**config.mk**
```make
export PLATFORM = sky130hd
export DESIGN_NAME = burst_read_seq
export DESIGN_NICKNAME = d
export VERILOG_FILES = /design/src/rtl/burst_seq_pkg.sv /design/src/rtl/burst_cfg_reg.sv /design/src/rtl/burst_ptr_step.sv /design/src/rtl/burst_read_seq.sv
export SDC_FILE = /design/constraint.sdc
export NUM_CORES = 1
export LEC_CHECK = 0
export BUFFER_PORTS_ARGS = -buffer_cell sky130_fd_sc_hd__buf_2
export CORE_AREA = 2 2 76 78
export CTS_CLUSTER_SIZE = 8
export DETAILED_ROUTE_END_ITERATION = 12
export DIE_AREA = 0 0 78 80
export PLACE_DENSITY = 0.74
export SYNTH_ARGS = -nofsm -noshare
export SYNTH_HDL_FRONTEND = slang
export SYNTH_HIERARCHICAL = 1
export SYNTH_SLANG_ARGS = --single-unit
```
**constraint.sdc**
```tcl
create_clock -name clk -period 1.74 [get_ports clk]
set_input_delay 0.174 -clock clk [delete_from_list [all_inputs] [get_ports clk]]
set_output_delay 0.174 -clock clk [all_outputs]
set_load 0.1 [all_outputs]
```
**src/rtl/burst_seq_pkg.sv**
```systemverilog
package burst_seq_pkg;

    typedef enum logic [1:0] {
        ST_IDLE  = 2'd0,
        ST_LAT   = 2'd1,
        ST_DATA  = 2'd2,
        ST_STALL = 2'd3
    } seq_state_e;

    typedef enum logic [1:0] {
        BM_W8   = 2'd0,
        BM_W16  = 2'd1,
        BM_W32  = 2'd2,
        BM_CONT = 2'd3
    } burst_mode_e;

    localparam logic [2:0] LAT_CODE_MAX = 3'd5;   // highest legal code
    localparam logic [2:0] LAT_BASE     = 3'd2;   // code 0 means two cycles

    function automatic logic [5:0] burst_words(input burst_mode_e m);
        case (m)
            BM_W8:   return 6'd8;
            BM_W16:  return 6'd16;
            BM_W32:  return 6'd32;
            default: return 6'd0;
        endcase
    endfunction

endpackage

```
**src/rtl/burst_cfg_reg.sv**
```systemverilog
module burst_cfg_reg
    import burst_seq_pkg::*;
#(
    parameter logic [2:0]  DEF_CODE = 3'd5,
    parameter burst_mode_e DEF_MODE = BM_CONT
) (
    input  logic        clk,
    input  logic        rst_n,
    input  logic        wr_en,
    input  logic [2:0]  wr_code,
    input  logic [1:0]  wr_mode,
    output logic [2:0]  lat_total,
    output burst_mode_e mode
);

    typedef struct packed {
        logic [2:0]  code;
        burst_mode_e mode;
    } cfg_t;

    cfg_t cfg_d, cfg_q;

    always_comb begin
        cfg_d = cfg_q;
        if (wr_en && (wr_code <= LAT_CODE_MAX)) begin
            cfg_d.code = wr_code;
            cfg_d.mode = burst_mode_e'(wr_mode);
        end
    end

    always_ff @(posedge clk or negedge rst_n) begin
        if (!rst_n) begin
            cfg_q.code <= DEF_CODE;
            cfg_q.mode <= DEF_MODE;
        end else begin
            cfg_q <= cfg_d;
        end
    end

    assign lat_total = cfg_q.code + LAT_BASE;
    assign mode      = cfg_q.mode;

    // reserved latency codes leave the stored setting alone
    p_reserved_kept_r3: assert property (@(posedge clk) disable iff (!rst_n)
        (wr_en && wr_code > LAT_CODE_MAX) |=> ($stable(cfg_q)));

endmodule

```
**src/rtl/burst_ptr_step.sv**
```systemverilog
module burst_ptr_step
    import burst_seq_pkg::*;
#(
    parameter int AW       = 16,
    parameter int REGION_W = 6
) (
    input  logic [AW-1:0] ptr,
    input  burst_mode_e   mode,
    output logic [AW-1:0] nxt,
    output logic          region_end
);

    localparam logic [AW-1:0] MASK8  = AW'(7);
    localparam logic [AW-1:0] MASK16 = AW'(15);
    localparam logic [AW-1:0] MASK32 = AW'(31);

    logic [AW-1:0] mask;
    logic [AW-1:0] inc;

    always_comb begin
        case (mode)
            BM_W8:   mask = MASK8;
            BM_W16:  mask = MASK16;
            BM_W32:  mask = MASK32;
            default: mask = '1;
        endcase
        inc = ptr + AW'(1);
        nxt = (ptr & ~mask) | (inc & mask);
    end

    assign region_end = &ptr[REGION_W-1:0];

endmodule

```
**src/rtl/burst_read_seq.sv**
```systemverilog
module burst_read_seq
    import burst_seq_pkg::*;
#(
    parameter int AW       = 16,
    parameter int REGION_W = 6
) (
    input  logic          clk,
    input  logic          rst_n,
    input  logic          adv_n,
    input  logic [AW-1:0] addr_in,
    input  logic          cfg_wr,
    input  logic [15:0]   cfg_addr,
    output logic [AW-1:0] mem_addr,
    input  logic [15:0]   mem_rdata,
    output logic [15:0]   dout,
    output logic          dout_en,
    output logic          rdy
);

    typedef struct packed {
        seq_state_e    st;
        logic [2:0]    cnt;
        logic [AW-1:0] ptr;
        logic [5:0]    left;
        burst_mode_e   mode;
        logic          early;
    } seq_t;

    seq_t s_d, s_q;

    logic [2:0]    lat_total;
    burst_mode_e   cfg_mode;
    logic [AW-1:0] ptr_nxt;
    logic          region_end;

    burst_cfg_reg u_cfg (
        .clk       (clk),
        .rst_n     (rst_n),
        .wr_en     (cfg_wr),
        .wr_code   (cfg_addr[14:12]),
        .wr_mode   (cfg_addr[1:0]),
        .lat_total (lat_total),
        .mode      (cfg_mode)
    );

    burst_ptr_step #(.AW(AW), .REGION_W(REGION_W)) u_step (
        .ptr        (s_q.ptr),
        .mode       (s_q.mode),
        .nxt        (ptr_nxt),
        .region_end (region_end)
    );

    always_comb begin
        s_d = s_q;
        if (!adv_n) begin
            s_d.st    = ST_LAT;
            s_d.cnt   = lat_total - 3'd1;
            s_d.ptr   = addr_in;
            s_d.mode  = cfg_mode;
            s_d.early = (lat_total > LAT_BASE);
            s_d.left  = burst_words(cfg_mode);
        end else begin
            case (s_q.st)
                ST_LAT: begin
                    if (s_q.cnt == 3'd1) s_d.st = ST_DATA;
                    else                 s_d.cnt = s_q.cnt - 3'd1;
                end
                ST_DATA: begin
                    s_d.ptr = ptr_nxt;
                    if (s_q.mode == BM_CONT) begin
                        if (region_end) s_d.st = ST_STALL;
                    end else begin
                        s_d.left = s_q.left - 6'd1;
                        if (s_q.left == 6'd1) s_d.st = ST_IDLE;
                    end
                end
                ST_STALL: s_d.st = ST_DATA;
                default:  s_d.st = ST_IDLE;
            endcase
        end
    end

    always_ff @(posedge clk or negedge rst_n) begin
        if (!rst_n) begin
            s_q <= '{st: ST_IDLE, cnt: 3'd0, ptr: '0, left: 6'd0,
                     mode: BM_CONT, early: 1'b0};
        end else begin
            s_q <= s_d;
        end
    end

    assign mem_addr = s_q.ptr;
    assign dout_en  = (s_q.st == ST_DATA) || (s_q.st == ST_STALL);
    assign dout     = (s_q.st == ST_DATA) ? mem_rdata : 16'h0000;
    assign rdy      = (s_q.st == ST_DATA) ||
                      ((s_q.st == ST_LAT) && (s_q.cnt == 3'd1) && s_q.early);

    // a fixed burst keeps the pointer inside its 64-word region
    p_fixed_region_r6: assert property (@(posedge clk) disable iff (!rst_n)
        (s_q.st == ST_DATA && s_q.mode != BM_CONT && adv_n)
        |=> (mem_addr[AW-1:REGION_W] == $past(mem_addr[AW-1:REGION_W])));

    // a boundary stall lasts exactly one cycle
    p_stall_single_r8: assert property (@(posedge clk) disable iff (!rst_n)
        (s_q.st == ST_STALL && adv_n) |=> (rdy && dout_en));

    // the stall holds ready low while the bus stays driven
    p_stall_rdy_low_r8: assert property (@(posedge clk) disable iff (!rst_n)
        (s_q.st == ST_STALL) |-> (!rdy && dout_en));

    // an early ready is followed by the first word on the next cycle
    p_ready_lead_r5: assert property (@(posedge clk) disable iff (!rst_n)
        (rdy && !dout_en && adv_n) |=> (rdy && dout_en));

    // a fixed burst never presents a word with no count left
    p_count_live_r7: assert property (@(posedge clk) disable iff (!rst_n)
        (s_q.st == ST_DATA && s_q.mode != BM_CONT) |-> (s_q.left != 6'd0));

endmodule

```
* Word-level counts from Yosys, hierarchy flattened *
Index checks and enable logic that the tools add are counted.

operators by class
  bitwise gates (word level) = 4
  order comparisons = 2
  equality and inequality tests = 17
  $add $sub $neg = 5
  mux-type cells = 13
  reductions and logical operators = 11

operators with widths
  operator                                                               number
  16-bit case mux with 3 select lines                                    1
  16-bit AND                                                             2
  27-bit 2-to-1 mux                                                      1
  22-bit 2-to-1 mux                                                      1
  6-bit case mux with 3 select lines                                     1
  16-bit by 1-bit adder with 16-bit output, second input constant        1
  16-bit 2-to-1 mux                                                      1
  16-bit inverter                                                        1
  16-bit OR                                                              1
  2-bit equality test, second input constant                             5
  2-bit 2-to-1 mux                                                       4
  4-bit != test, second input constant                                   2
  2-bit by 1-bit equality test with 1-bit output, second input constant  3
  6-bit by 1-bit equality test with 1-bit output, second input constant  1
  3-bit 2-to-1 mux                                                       2
  6-bit 2-to-1 mux                                                       1
  2-bit case mux with 3 select lines                                     1
  6-bit AND reduction                                                    1
  3-bit by 1-bit subtractor with 3-bit output, second input constant     2
  6-bit by 1-bit subtractor with 6-bit output, second input constant     1
  2-bit zero test                                                        2
  2-bit by 1-bit != test with 1-bit output, second input constant        2
  2-bit != test, second input constant                                   2
  2-bit AND reduction                                                    2
  8 further kinds                                                        11

word-level totals
  output and inout port bits = 34
  flip-flop bits (word level) = 35
  logic and storage cells = 60
  input bits = 52

* Longest topological paths before layout *
  depth in word-level cells = 7
  gate-level depth with buffers = 7

* Cells and area by module *
Netlist, hierarchy kept.

modules (own cells, without submodules)
  module          area an instance (um2)  instances  cells an instance  sequential area each (um2)
  burst_read_seq  1810.5                  1          188                753.2
  burst_ptr_step  282.8                   1          42                 0.0
  burst_cfg_reg   246.5                   1          19                 130.1

* Least setup slack after synthesis *
No wires, ideal clock.

  path kind = reg-to-output
  start = reg s_q[28] in the netlist's numbering
  end = out dout[10]
  path buffers = 2
  stages on the path, launching flop included = 5
  slack = -50 ps
  required time = 1566 ps
  arrival = 1616 ps
  path through = dfrtp_1 -> nor2b_1 -> buf_4 -> clkbuf_1 -> and2_1

between the ends
  word-level cells in the longest chain between the ends = 2

RTL lines
  element                 line                  source
  start, declared         burst_read_seq.sv:29  seq_t s_d, s_q;
  start signal, assigned  burst_read_seq.sv:85  s_q <= '{st: ST_IDLE, cnt: 3'd0, ptr: '0, left: 6'd0,
  2-bit equality test     burst_read_seq.sv:94  assign dout = (s_q.st == ST_DATA) ? mem_rdata : 16'h0000;
  16-bit 2-to-1 mux       burst_read_seq.sv:94
  end, declared           burst_read_seq.sv:15  output logic [15:0] dout,

No other way between the ends.

* Worst setup path in the final report *
  start = reg s_q[25] in the netlist's numbering
  end = out rdy

between the ends
  word-level cells in the longest chain between the ends = 4

RTL lines
  element                                         line                  source
  3-bit by 1-bit equality test with 1-bit output  burst_read_seq.sv:96  ((s_q.st == ST_LAT) && (s_q.cnt == 3'd1) && s_q.early);
  1-bit logical AND (2 in series)                 burst_read_seq.sv:96
  1-bit logical OR                                burst_read_seq.sv:95  assign rdy = (s_q.st == ST_DATA) ||
  end, declared                                   burst_read_seq.sv:17  output logic rdy

No other way between the ends.

==> impl_metrics.toml <==
[outcome]
status = "completed"

[routing]
via_count = 1920
routed_wl_um = 5070
viasPerCell = 4.89
drc = 0
first_pass_iters = 4
ant_nets = 0
drt_iter0_drc = 60
wl_per_cell_um = 12.9

[sta]
fmax_mhz = 589
clock_skew_ns = 0.00648
fin_crit_ns = 1.70
finalSetupTns_ns = 0
hold_viol_final = 0
grt_setup_unrepaired = "false"
finalSetupViolations = 0
slew_headroom = 0.482
tightest_slew_ns = 0.778
fin_crit_sh = 0.975
report.final.slew_viol_count = 0

[global_route]
grt_pass1_vias = 1860
grt_overflow = 0
grt_busiest_layer = "met2"
gr-usage-met3 = 0.0543
use_met2 = 0.307
use_met1 = 0.194
grtUsageTotal = 0.169
grt_max_degree = 38
antenna_found_initial = 0
grt_pass1_wl_um = 8270

[placed_design]
dpl.cell_count = 381
place_congestion = 0.759
portBuffers = 74
hpwl_um = 3760

[yosys]
ys_types = 43
syn_nets = 308
synth.largest_area_cell = "dfrtp_1"
syn_area_sq_um = 2340
synth-seq-area-share = 0.378
synthTopCellsByArea = "dfrtp_1 31%, mux2i_1 7.7%, dfstp_2 6.7%"
synthCells = 249
yosys_warnings = 6
yosysTopAreaCellShare = 0.310
synth_area_per_cell_sq_um = 9.40
ys_ff_latch = 35

[final_layout]
fin_nets = 379
diodes = 0
final_layout_size_suffix_gt1_frac = 0.402
fillerInstances = 467
fin_cells = 393
final_cell_mix = "57 x buf_2, 29 x dfrtp_1, 25 x nor2_1, 22 x a21oi_1, 19 x buf_12"
final_common_cell = "buf_2"
area_delta_synth_final_pct = 34.7

[clocking]
cts_sinks = 35
clock_latency_ns = 0.29
clockBufferDepth = 2
cts_tree = "yes"
root_buffer = "clkbuf_8"
cts_buffers = 5
ctsHtreeMaxLevel = 2
clkTransAtPathRegs_ns = 0.07

[floorplan]
fp-row-count = 27
io_pins = 86
initial_core_util = 0.433
core_area_sq_um = 5410
die_height_um = 80
dieArea_sq_um = 6240
fp.dieW_um = 78

[job]
maxCapViolCount = 0

[setup_path]
start_kind = "register"
cp_slowest_cell = "dfrtp_1"
cp_top_family = "flip-flops"
crit_buf_inv = 1
path_max_fanout = 3
r2r_slack_ns = 0.12
cp.required_ns = 1.57
worstPathArrival_ns = 1.52
path_class = "reg2out"
max_stage_delay_ns = 0.39
end_kind = "output port"
crit_chain = "ha_1 > and2b_2 > a31o_2 > buf_12"

[pwr]
power_density_nw_per_um2 = 1060
vdd_drop_max_uv = 623
power_leakage_uw = 0.00141
total_power_uw = 3330

[min_path]
hold_path.class = "in2reg"
## through the flow
step	setup WS [ns]	hold WS, ns	instance area [sq um]	utilization
floorplan	0.00781	-0.122	2350	-
global placement	0.0833	0.298	3010	0.557
detailed placement	0.00866	0.300	3010	0.557
CTS	0.0192	0.108	3130	0.580
global route	0.00131	0.111	3150	0.583
finish	0.0432	0.114	3150	0.583
## logic make-up after synthesis
kind of cell	synth area share
fa+ha+maj	0.0374
xor+xnor	0.0786
compound gates	0.0984
flops	0.378
mux	0.106
buf+inv	0.109
simple gates	0.193
## state kept, by name (all words and copies together), names as in the netlist
| signal | flops |
|---|---|
| u_cfg/mode | 2 |
| mem_addr | 16 |
| u_cfg/cfg_q | 3 |
| s_q | 14 |
## synthesized netlist by cell type, drive strengths merged
library cell,instances
dfrtp,29
and2b,2
o21a,2
o22ai,1
a211o,1
o21ai,3
dfstp,6
and3,2
mux2,6
xor2,9
o211a,1
nand2b,1
a31oi,1
buf,25
nor3,4
nor4,1
clkbuf,4
a21oi,22
a311oi,1
nand4b,2
ha,7
xnor2,12
a21o,1
nor2b,3
and2,16
a21boi,1
nor2,25
mux2i,18
inv,12
nand3,10
nand2,10
o2111ai,1
dlygate4sd1,1
nand4,8
a31o,1
## where the power goes
group / internal [uW] / switching (uW)
Sequential: 972 / 124
Combinational: 591 / 1020
Clock: 319 / 297
Total: 1880 / 1440
## layer usage
| layer | vias up | share of wire |
|---|---|---|
| li1 | 968 | - |
| met1 | 881 | 0.43 |
| met2 | 66 | 0.50 |
| met3 | 5 | 0.059 |
| met4 | 0 | 0.0091 |
| met5 | - | 0 |
## path summary, 6_finish.rpt
| kind | startpoint | endpoint | cells past startpoint |
|---|---|---|---|
| max in group asynchronous | rst_n | s_q[5] | 2 |
| min in group asynchronous | rst_n | mem_addr[2] | 2 |
| max | s_q[25] | rdy | 4 |
| min | cfg_addr[1] | u_cfg/mode[1] | 2 |
| min reg2reg | u_cfg/cfg_q[4] | u_cfg/cfg_q[4] | 2 |
| max reg2reg | mem_addr[5] | mem_addr[13] | 7 |
## cell type report
class | count | area (sq um) | share of cell area
multi-input cells | 172 | 1240 | 0.393
flip-flops and latches | 35 | 883 | 0.280
repair buffers | 94 | 803 | 0.255
clock buffers | 7 | 86.3 | 0.0274
inverters | 12 | 45.0 | 0.0143
well taps | 72 | 90.1 | 0.0286
clock inverters | 1 | 5.00 | 0.00159
## repair_timing
action	CTS	global route
buffers inserted	2	1
setup endpoints to repair	9	2
endpoints found under the hold margin	29	0
pin swaps	0	2
resized for setup	1	1
hold buffers	1	0
Power figures use the tool's default switching activity.
